**src/rtl/cmdb_pkg.sv**
```systemverilog
`timescale 1ns/1ps
// Package: shared constants and types of the command bridge.
// Bit positions are given LSB-0; the command word layout is fixed by
// software, so these are package constants, not module parameters.
package cmdb_pkg;
    localparam int unsigned CFG_DW        = 64;
    localparam int unsigned SEL_LSB       = 3;   // register select cfg_addr[4:3]
    localparam int unsigned CTL_RD_POS    = 48;  // read flag
    localparam int unsigned CTL_SIZE_LSB  = 56;  // byte count [59:56]
    localparam int unsigned CTL_SIZE_W    = 4;
    localparam int unsigned STAT_DONE_POS = 11;  // completion flag
    localparam int unsigned STAT_WORD_LSB = 26;  // read word field [57:26]

    typedef enum logic [1:0] {
        SEL_CTRL   = 2'd0,
        SEL_RESET  = 2'd1,
        SEL_STATUS = 2'd2,
        SEL_DATA   = 2'd3
    } reg_sel_e;

    typedef enum logic [1:0] {
        XF_IDLE = 2'd0,
        XF_REQ  = 2'd1,
        XF_RSP  = 2'd2
    } xfer_state_e;
endpackage

```
**src/rtl/cmdb_cmd_decode.sv**
```systemverilog
`timescale 1ns/1ps
// Command decoder: splits a 64-bit control word into read flag, byte
// count and bus address, and flags byte counts above MAX_BYTES.
// Assumes BUS_AW <= 32 (address sits in the low word). Purely combinational.
module cmdb_cmd_decode
    import cmdb_pkg::*;
#(
    parameter int BUS_AW    = 32,
    parameter int MAX_BYTES = 8
) (
    input  logic [CFG_DW-1:0]     ctl_word,
    output logic                  cmd_read,
    output logic [CTL_SIZE_W-1:0] cmd_size,
    output logic [BUS_AW-1:0]     cmd_addr,
    output logic                  cmd_legal
);
    logic ctl_spare_unused;

    // Field extraction from the command word.
    assign cmd_read  = ctl_word[CTL_RD_POS];
    assign cmd_size  = ctl_word[CTL_SIZE_LSB +: CTL_SIZE_W];
    assign cmd_addr  = ctl_word[BUS_AW-1:0];
    assign cmd_legal = (32'(cmd_size) <= 32'(MAX_BYTES));

    // Remaining bits carry no meaning.
    assign ctl_spare_unused = ^ctl_word;
endmodule

```
**src/rtl/cmdb_lane_pack.sv**
```systemverilog
`timescale 1ns/1ps
// Lane packer: maps a register word onto bus byte lanes, most
// significant byte on lane 0, and rebuilds a word from returned lanes
// the same way. Combinational; WORD_BYTES lanes of 8 bits.
module cmdb_lane_pack #(
    parameter int WORD_BYTES = 4,
    localparam int WORD_W    = WORD_BYTES * 8
) (
    input  logic [WORD_W-1:0] tx_word,
    output logic [WORD_W-1:0] tx_lanes,
    input  logic [WORD_W-1:0] rx_lanes,
    output logic [WORD_W-1:0] rx_word
);
    // One byte swap per lane, in both directions.
    for (genvar g = 0; g < WORD_BYTES; g++) begin : g_lane
        assign tx_lanes[g*8 +: 8]                  = tx_word[(WORD_BYTES-1-g)*8 +: 8];
        assign rx_word[(WORD_BYTES-1-g)*8 +: 8]    = rx_lanes[g*8 +: 8];
    end
endmodule

```
**src/rtl/cmdb_xfer_fsm.sv**
```systemverilog
`timescale 1ns/1ps
// Transfer sequencer: latches one command, holds the request until it is
// accepted, then waits for one response beat. One transfer outstanding.
// Assumes the response arrives no earlier than the cycle after acceptance.
module cmdb_xfer_fsm
    import cmdb_pkg::*;
#(
    parameter int BUS_AW = 32,
    parameter int LANE_W = 32
) (
    input  logic                  clk,
    input  logic                  rst_n,
    input  logic                  start,
    input  logic                  start_read,
    input  logic [CTL_SIZE_W-1:0] start_size,
    input  logic [BUS_AW-1:0]     start_addr,
    input  logic [LANE_W-1:0]     start_lanes,
    output logic                  bus_req_valid,
    input  logic                  bus_req_ready,
    output logic                  bus_req_write,
    output logic [CTL_SIZE_W-1:0] bus_req_size,
    output logic [BUS_AW-1:0]     bus_req_addr,
    output logic [LANE_W-1:0]     bus_req_wdata,
    input  logic                  bus_rsp_valid,
    output logic                  busy,
    output logic                  done,
    output logic                  done_read
);
    xfer_state_e           state_q;
    logic                  write_q;
    logic [CTL_SIZE_W-1:0] size_q;
    logic [BUS_AW-1:0]     addr_q;
    logic [LANE_W-1:0]     lanes_q;

    // State progression: idle -> request -> response -> idle.
    always_ff @(posedge clk) begin
        if (!rst_n) begin
            state_q <= XF_IDLE;
        end else begin
            case (state_q)
                XF_IDLE: if (start)         state_q <= XF_REQ;
                XF_REQ:  if (bus_req_ready) state_q <= XF_RSP;
                XF_RSP:  if (bus_rsp_valid) state_q <= XF_IDLE;
                default:                    state_q <= XF_IDLE;
            endcase
        end
    end

    // Command capture, only when a new transfer is launched.
    always_ff @(posedge clk) begin
        if (!rst_n) begin
            write_q <= 1'b0;
            size_q  <= '0;
            addr_q  <= '0;
            lanes_q <= '0;
        end else if (start && state_q == XF_IDLE) begin
            write_q <= !start_read;
            size_q  <= start_size;
            addr_q  <= start_addr;
            lanes_q <= start_lanes;
        end
    end

    assign bus_req_valid = (state_q == XF_REQ);
    assign bus_req_write = write_q;
    assign bus_req_size  = size_q;
    assign bus_req_addr  = addr_q;
    assign bus_req_wdata = lanes_q;
    assign busy          = (state_q != XF_IDLE);
    assign done          = (state_q == XF_RSP) && bus_rsp_valid;
    assign done_read     = !write_q;
endmodule

```
**src/rtl/cmdb_bridge.sv**
```systemverilog
`timescale 1ns/1ps
// Command bridge top: four-register configuration window, command launch
// on control writes, status capture (clear on read) and data register.
// Assumes single-cycle configuration accesses of 8 bytes; cfg_addr[2:0]
// and bits above [4:3] are not decoded. Read data is registered.
module cmdb_bridge
    import cmdb_pkg::*;
#(
    parameter int CFG_AW     = 5,
    parameter int BUS_AW     = 32,
    parameter int WORD_BYTES = 4,
    parameter int MAX_BYTES  = 8,
    localparam int WORD_W    = WORD_BYTES * 8
) (
    input  logic                  clk,
    input  logic                  rst_n,
    input  logic                  cfg_valid,
    input  logic                  cfg_write,
    input  logic [CFG_AW-1:0]     cfg_addr,
    input  logic [CFG_DW-1:0]     cfg_wdata,
    output logic                  cfg_rvalid,
    output logic [CFG_DW-1:0]     cfg_rdata,
    output logic                  bus_req_valid,
    input  logic                  bus_req_ready,
    output logic                  bus_req_write,
    output logic [CTL_SIZE_W-1:0] bus_req_size,
    output logic [BUS_AW-1:0]     bus_req_addr,
    output logic [WORD_W-1:0]     bus_req_wdata,
    input  logic                  bus_rsp_valid,
    input  logic                  bus_rsp_err,
    input  logic [WORD_W-1:0]     bus_rsp_rdata
);
    localparam logic [CFG_DW-1:0] DONE_MASK = CFG_DW'(1) << STAT_DONE_POS;

    logic [1:0]            sel_idx;
    reg_sel_e              sel;
    logic                  wr_ctl, wr_data, rd_any, rd_stat, start;
    logic                  cmd_read, cmd_legal;
    logic [CTL_SIZE_W-1:0] cmd_size;
    logic [BUS_AW-1:0]     cmd_addr;
    logic [WORD_W-1:0]     data_q, tx_lanes, rd_word, rd_field;
    logic [CFG_DW-1:0]     stat_q, stat_load, rd_mux;
    logic                  busy, done, done_read;
    logic                  cfg_spare_unused;

    // Register select and access strobes.
    assign sel_idx = cfg_addr[SEL_LSB +: 2];
    assign sel     = reg_sel_e'(sel_idx);
    assign wr_ctl  = cfg_valid && cfg_write && (sel == SEL_CTRL);
    assign wr_data = cfg_valid && cfg_write && (sel == SEL_DATA);
    assign rd_any  = cfg_valid && !cfg_write;
    assign rd_stat = rd_any && (sel == SEL_STATUS);
    assign start   = wr_ctl && cmd_legal && !busy;
    assign cfg_spare_unused = ^cfg_addr;

    cmdb_cmd_decode #(
        .BUS_AW    (BUS_AW),
        .MAX_BYTES (MAX_BYTES)
    ) u_decode (
        .ctl_word  (cfg_wdata),
        .cmd_read  (cmd_read),
        .cmd_size  (cmd_size),
        .cmd_addr  (cmd_addr),
        .cmd_legal (cmd_legal)
    );

    cmdb_lane_pack #(
        .WORD_BYTES (WORD_BYTES)
    ) u_pack (
        .tx_word  (data_q),
        .tx_lanes (tx_lanes),
        .rx_lanes (bus_rsp_rdata),
        .rx_word  (rd_word)
    );

    cmdb_xfer_fsm #(
        .BUS_AW (BUS_AW),
        .LANE_W (WORD_W)
    ) u_fsm (
        .clk           (clk),
        .rst_n         (rst_n),
        .start         (start),
        .start_read    (cmd_read),
        .start_size    (cmd_size),
        .start_addr    (cmd_addr),
        .start_lanes   (tx_lanes),
        .bus_req_valid (bus_req_valid),
        .bus_req_ready (bus_req_ready),
        .bus_req_write (bus_req_write),
        .bus_req_size  (bus_req_size),
        .bus_req_addr  (bus_req_addr),
        .bus_req_wdata (bus_req_wdata),
        .bus_rsp_valid (bus_rsp_valid),
        .busy          (busy),
        .done          (done),
        .done_read     (done_read)
    );

    // Data register: upper half of the written word.
    always_ff @(posedge clk) begin
        if (!rst_n)       data_q <= '0;
        else if (wr_data) data_q <= cfg_wdata[CFG_DW-1 -: WORD_W];
    end

    // Completion word: done flag plus read word or all-ones on error.
    always_comb begin
        rd_field  = bus_rsp_err ? '1 : rd_word;
        stat_load = DONE_MASK;
        if (done_read) stat_load = stat_load | (CFG_DW'(rd_field) << STAT_WORD_LSB);
    end

    // Status register: completion wins over the clear of a status read.
    always_ff @(posedge clk) begin
        if (!rst_n)       stat_q <= '0;
        else if (done)    stat_q <= stat_load;
        else if (rd_stat) stat_q <= '0;
    end

    // Read multiplexer; control and reset read as zero.
    always_comb begin
        case (sel)
            SEL_STATUS: rd_mux = stat_q;
            SEL_DATA:   rd_mux = {data_q, {(CFG_DW-WORD_W){1'b0}}};
            default:    rd_mux = '0;
        endcase
    end

    // Registered read return.
    always_ff @(posedge clk) begin
        if (!rst_n) begin
            cfg_rvalid <= 1'b0;
            cfg_rdata  <= '0;
        end else begin
            cfg_rvalid <= rd_any;
            cfg_rdata  <= rd_any ? rd_mux : '0;
        end
    end
endmodule

```
**config.mk**
```make
export PLATFORM = sky130hd
export DESIGN_NAME = cmdb_bridge
export DESIGN_NICKNAME = d
export VERILOG_FILES = /design/src/rtl/cmdb_pkg.sv /design/src/rtl/cmdb_cmd_decode.sv /design/src/rtl/cmdb_lane_pack.sv /design/src/rtl/cmdb_xfer_fsm.sv /design/src/rtl/cmdb_bridge.sv
export SDC_FILE = /design/constraint.sdc
export NUM_CORES = 1
export LEC_CHECK = 0
export BUFFER_PORTS_ARGS = -buffer_cell sky130_fd_sc_hd__clkbuf_2
export CAP_MARGIN = 15
export CORE_UTILIZATION = 50
export DETAILED_ROUTE_END_ITERATION = 7
export PLACE_DENSITY = 0.78
export SYNTH_ARGS = -nofsm -noshare
export SYNTH_HDL_FRONTEND = slang
export SYNTH_SLANG_ARGS = --single-unit
```
**constraint.sdc**
```tcl
create_clock -name clk -period 1.8 [get_ports clk]
set_input_delay 0.36 -clock clk [delete_from_list [all_inputs] [get_ports clk]]
set_output_delay 0.36 -clock clk [all_outputs]
set_load 0.005 [all_outputs]
```
# After elaboration in Yosys (flattened, before gate mapping)
# Index checks and enable logic that the tools add are counted.
# totals
ff_bits	232
elab_cells	44
# op_classes
n_lt_le_gt_ge	1
eq_ne	7
mux	9
n_reduce_logical	18
# ops
operator	count
$mux 64	2
$pmux 64 s2	1
$mux 58	1
$mux 32	1
$logic_and 1x1->1	9
$eq 2x2->1 const B	3
$mux 2	3
$pmux 2 s3	1
$le 4x4->1 const B	1
$logic_not 2->1	2
$ne 2x1->1 const B	2
$reduce_bool 2->1	2
$logic_not 1->1	3
$reduce_and 3->1	1
$eq 2x1->1 const B	1
$ne 2x2->1 const B	1
$reduce_and 2->1	1

# Longest topological paths before layout
# depth
word_depth	6
mapped_depth	6

# Hierarchy
# A second synthesis with hierarchy kept.
# unflattened
cells_unflattened	855
hier_area_um2	7968.9
# modules_own_cells
mod	instances	cells_each	area_per_inst_um2	seq_area_each_um2
cmdb_bridge	1	441	4350.4	2102.0
cmdb_xfer_fsm	1	312	2847.7	1421.4
cmdb_lane_pack	1	64	480.5	0.0
cmdb_cmd_decode	1	38	290.3	0.0

# Worst setup path before layout
# OpenSTA, ideal clock, no wires.
# synth_path
kind	input -> register
from	input cfg_addr[3]
to	register u_fsm.addr_q[0], in the netlist u_fsm.bus_req_addr[0]
setup_ps	72
arrival_ps	1354
required_time_ps	1728
path_slack_ps	374
path_stages	6
path_buffers	3
cell_sequence	buf_4 > nor4_2 > and4_1 > buf_6 > buf_8 > mux2i_1
# synth_between
elab_chain_cells	5
# synth_lines
item	line_no	text
from (decl)	cmdb_bridge.sv:19	input logic [CFG_AW-1:0] cfg_addr,
$logic_not 2->1	cmdb_bridge.sv:49	assign wr_ctl = cfg_valid && cfg_write && (sel == SEL_CTRL);
$logic_and 1x1->1	cmdb_bridge.sv:49	
$logic_and 1x1->1 (2 in series)	cmdb_bridge.sv:53	assign start = wr_ctl && cmd_legal && !busy;
$logic_and 1x1->1	cmdb_xfer_fsm.sv:56	end else if (start && state_q == XF_IDLE) begin
to (signal assigned)	cmdb_xfer_fsm.sv:59	addr_q <= start_addr;
to (decl)	cmdb_xfer_fsm.sv:32	logic [BUS_AW-1:0] addr_q;
# No other way between the ends.
# A chain may end at the register's enable or synchronous reset.

# Worst setup path in the final report
# layout_path
from	register u_fsm.write_q, in the netlist u_fsm.bus_req_write
to	output bus_req_write
# layout_rtl
item	line_no	text
from (decl)	cmdb_xfer_fsm.sv:30	logic write_q;
from (signal assigned)	cmdb_xfer_fsm.sv:57	write_q <= !start_read;
to (decl)	cmdb_bridge.sv:25	output logic bus_req_write,
# No word-level cell between the ends.

==> metrics.md <==
| Metric | Value |
|---|---|
| Post-layout minimum cycle time | `~1.7 ns` |
| Slew headroom | `about 64%` |
| Final RePlAce weighted congestion | `0.769` |
| Total I/O pin count | `approximately 240` |
| Final net count | `1077` |
| Violated checks | `design-rule violations` |
| Yosys Warn Count | `0` |
| Overall die area | `between 10000 and 15000 sq um` |
| CTS resizes | `0` |
| Antenna violations before repair | `0` |
| Final-layout fill cell count | `~1200` |
| Nature of the critical path startpoint | `flip-flop` |
| Dpl cell area | `between 8000 and 9000 sq um` |
| Max-slew violation count | `0` |
| Worst-path fanout max | `18` |
| Share of the clock period used by the worst path after layout | `~92%` |
| H-Tree Depth | `4` |
| DIE WIDTH | `around 120 um` |
| Global-route usage over all layers | `approximately 22%` |
| Diodes inserted | `0` |
| Most frequent cells in the layout | `213 x sky130_fd_sc_hd__clkbuf_2, 202 x sky130_fd_sc_hd__nand2_1, 176 x sky130_fd_sc_hd__dfxtp_1, 93 x sky130_fd_sc_hd__mux2i_1, 60 x sky130_fd_sc_hd__nor2_1` |
| Total design power | `8.05 mW` |
| Share of layout cells above drive strength 1 | `27.4%` |
| Placeable Area | `between 10000 and 15000 sq um` |
| Critical Path Stages | `1` |
| Clock Root Buffer | `sky130_fd_sc_hd__clkbuf_16` |
| Distinct cell type count after synthesis | `30` |
| Maximum root-to-sink buffer count | `2` |
| Mean instance size in the synthesized netlist | `~9 sq um` |
| Finished Cell Area | `a little under 9000 sq um` |
| Hold Path Cell Cnt | `3` |
| Height of the die | `121 um` |
| Clock tree from TritonCTS | `yes` |
| Cell family with most CP delay | `flip-flops` |
| Number of hold buffers added after CTS | `0` |
| Mux contribution to synthesized area | `13.2%` |
| Number of port buffers | `214` |
| Post-synthesis share of cell area spent on and, or, nand and nor gates | `between 20 and 25%` |
| Num Clock Sinks | `approximately 180` |
| F_max | `about 0.6 GHz` |
| Clock transition at the registers of the reported paths | `0.06 ns` |
| Worst slack, placed | `around 0.24 ns` |
| Share of synthesized flip-flops with an asynchronous set or reset | `0%` |
| Class of the most critical hold timing path | `in -> reg` |
| Average detailed-routed wire length per instance | `around 14 um` |
| Dominant register cell in the synthesized netlist | `sky130_fd_sc_hd__dfxtp_1` |
| Total grt overflow | `0` |
| Iteration count of the initial detailed-routing pass | `6` |
| DR DRC count | `1` |
| Required time reported for the critical path endpoint | `between 1 and 1.5 ns` |
| Post-Syn Instances | `slightly below 800` |
| Vias in the first global route | `5035` |
| Critical Path Max Stage Delay | `0.66 ns` |
| Critical Path Sink Type | `output port` |
| Detailed-route vias per instance | `roughly 4.8` |
| Number of flip-flops and latches in the synthesized netlist | `about 180` |
| Final setup vio count | `0` |
| Core Rows | `43` |
| Post-synthesis adder-cell area fraction | `0%` |
| Power density over cell area | `approximately 920 nW/um^2` |
| Main combinational cell family by area after synthesis | `simple AND/OR/NAND/NOR gates` |
| Sequential area share after synthesis | `49.9%` |
| Sum of routed wire length over all layers | `around 16000 um` |
| Hold Violations, Final | `0` |
| Final TNS setup | `0 ns` |
| Cell leakage power | `around 3.7 nW` |
| Count of cells along the worst register-to-register path | `4` |
| Layout overhead on the synthesized area | `24.0%` |
| Post-synthesis compound-gate area fraction | `under 10%` |
| EDFF count, synth | `0` |
| Combined area of all synthesized cells | `approximately 7100 sq um` |
| Measured slew at the worst slew-check pin | `0.534 ns` |
| Post-route clock skew | `roughly 0.011 ns` |
| First-pass GRT wire length | `about 25000 um` |
| Clock latency on the worst-skew pair | `0.43 ns` |
| Leading cell type in the layout, fill and taps excluded | `sky130_fd_sc_hd__clkbuf_2` |
| Post-CTS Setup Bufs | `0` |
| Initial standard-cell utilization of the core | `around half` |
| Xor/xnor share of the synthesized area | `0%` |
| Max-capacitance violation count | `0` |
| Worst voltage drop across the vdd grid | `roughly 0.00063 V` |
| Pin count of the biggest net entering global routing | `between 90 and 100` |
| Critical path class | `reg -> out` |
| Cell with the biggest individual delay on the critical path | `sky130_fd_sc_hd__dfxtp_1` |
| Arr. time, crit path | `between 1 and 1.5 ns` |
| Status | `finished with violations` |
| Detailed placement HPWL | `11100 um` |
| Cell chain of the critical path | `clkbuf_2` |
| Critical path buffers and inverters | `1` |
| Clock buffers created by TritonCTS | `17` |
| DRC violation total after the first TritonRoute iteration | `between 300 and 400` |
| Post-route worst setup slack | `0.147 ns` |
| Antenna violation net count after detailed routing | `0` |
| RSZ-0062 raised after global routing | `no` |
| Vias post-DR | `~5600` |
cell type report:
class,instances,area (sq um),area share [%]
well taps,180,225,2.57
repair buffers,234,1330,15.2
multi-input cells,540,3090,35.3
clock buffers,19,453,5.17
clock inverters,13,136,1.56
flip-flops and latches,176,3520,40.2
through the flow:
stage	std cells	utilization, %	hold slack (ns)
detailed placement	1130	59.1	0.440
CTS	1162	63.3	0.143
global placement	1130	59.1	0.438
global route	1162	63.3	0.144
finish	1162	63.3	0.158
floorplan	802	-	0.429
synthesized netlist by cell type (6+ instances only):
master,number,area [sq um]
sky130_fd_sc_hd__and3_1,6,37.5
sky130_fd_sc_hd__buf_4,26,195
sky130_fd_sc_hd__and2_1,8,50.1
sky130_fd_sc_hd__nand3_1,32,160
sky130_fd_sc_hd__a21boi_1,15,113
sky130_fd_sc_hd__clkbuf_1,36,135
sky130_fd_sc_hd__mux2i_1,93,931
sky130_fd_sc_hd__dfxtp_1,176,3520
sky130_fd_sc_hd__buf_2,13,65.1
sky130_fd_sc_hd__nand2_1,202,758
sky130_fd_sc_hd__or3_1,32,200
sky130_fd_sc_hd__nor2_1,60,225
sky130_fd_sc_hd__a21boi_0,51,383
sky130_fd_sc_hd__buf_8,6,90.1
per-layer routing:
metal | GRT usage (%) | vias to the layer above | wire (um)
met4 | 8.80 | 0 | 306
met2 | 34.9 | 170 | 7110
met5 | 0 | - | 0
met1 | 29.2 | 2511 | 7590
li1 | - | 2890 | -
met3 | 5.24 | 22 | 808
final timing paths:
kind                         start  slack [ns]                     end
max            u_fsm.bus_req_write        0.15           bus_req_write
min                  cfg_wdata[20]        0.16  u_fsm.bus_req_addr[20]
max reg2reg       u_fsm.state_q[1]        0.29  u_fsm.bus_req_addr[15]
min reg2reg  u_fsm.bus_req_size[1]        0.45   u_fsm.bus_req_size[1]
where the power goes:
part	switching [mW]	total (mW)	internal, mW
sequential	0.0222	3.95	3.93
clock	1.54	3.66	2.12
combinational	0.243	0.449	0.206
total	1.81	8.05	6.25
cells by family (layout without fill, tap and decap cells):
family / after synthesis / count (layout)
other: 1 / 25
multiplexers: 93 / 93
flip-flops: 176 / 176
AND/OR/NAND/NOR: 352 / 352
AO/OA/AOI/OAI: 70 / 70
buffers and inverters: 86 / 266
state kept, by name, indices dropped and copies added (netlist names):
| register | cells |
|---|---|
| cfg_rvalid | 1 |
| u_fsm.bus_req_write | 1 |
| stat_q | 33 |
| u_fsm.bus_req_addr | 32 |
| u_fsm.state_q | 2 |
| u_fsm.bus_req_wdata | 32 |
| data_q | 32 |
| cfg_rdata | 39 |
| u_fsm.bus_req_size | 4 |
Power figures use the tool's default switching activity.
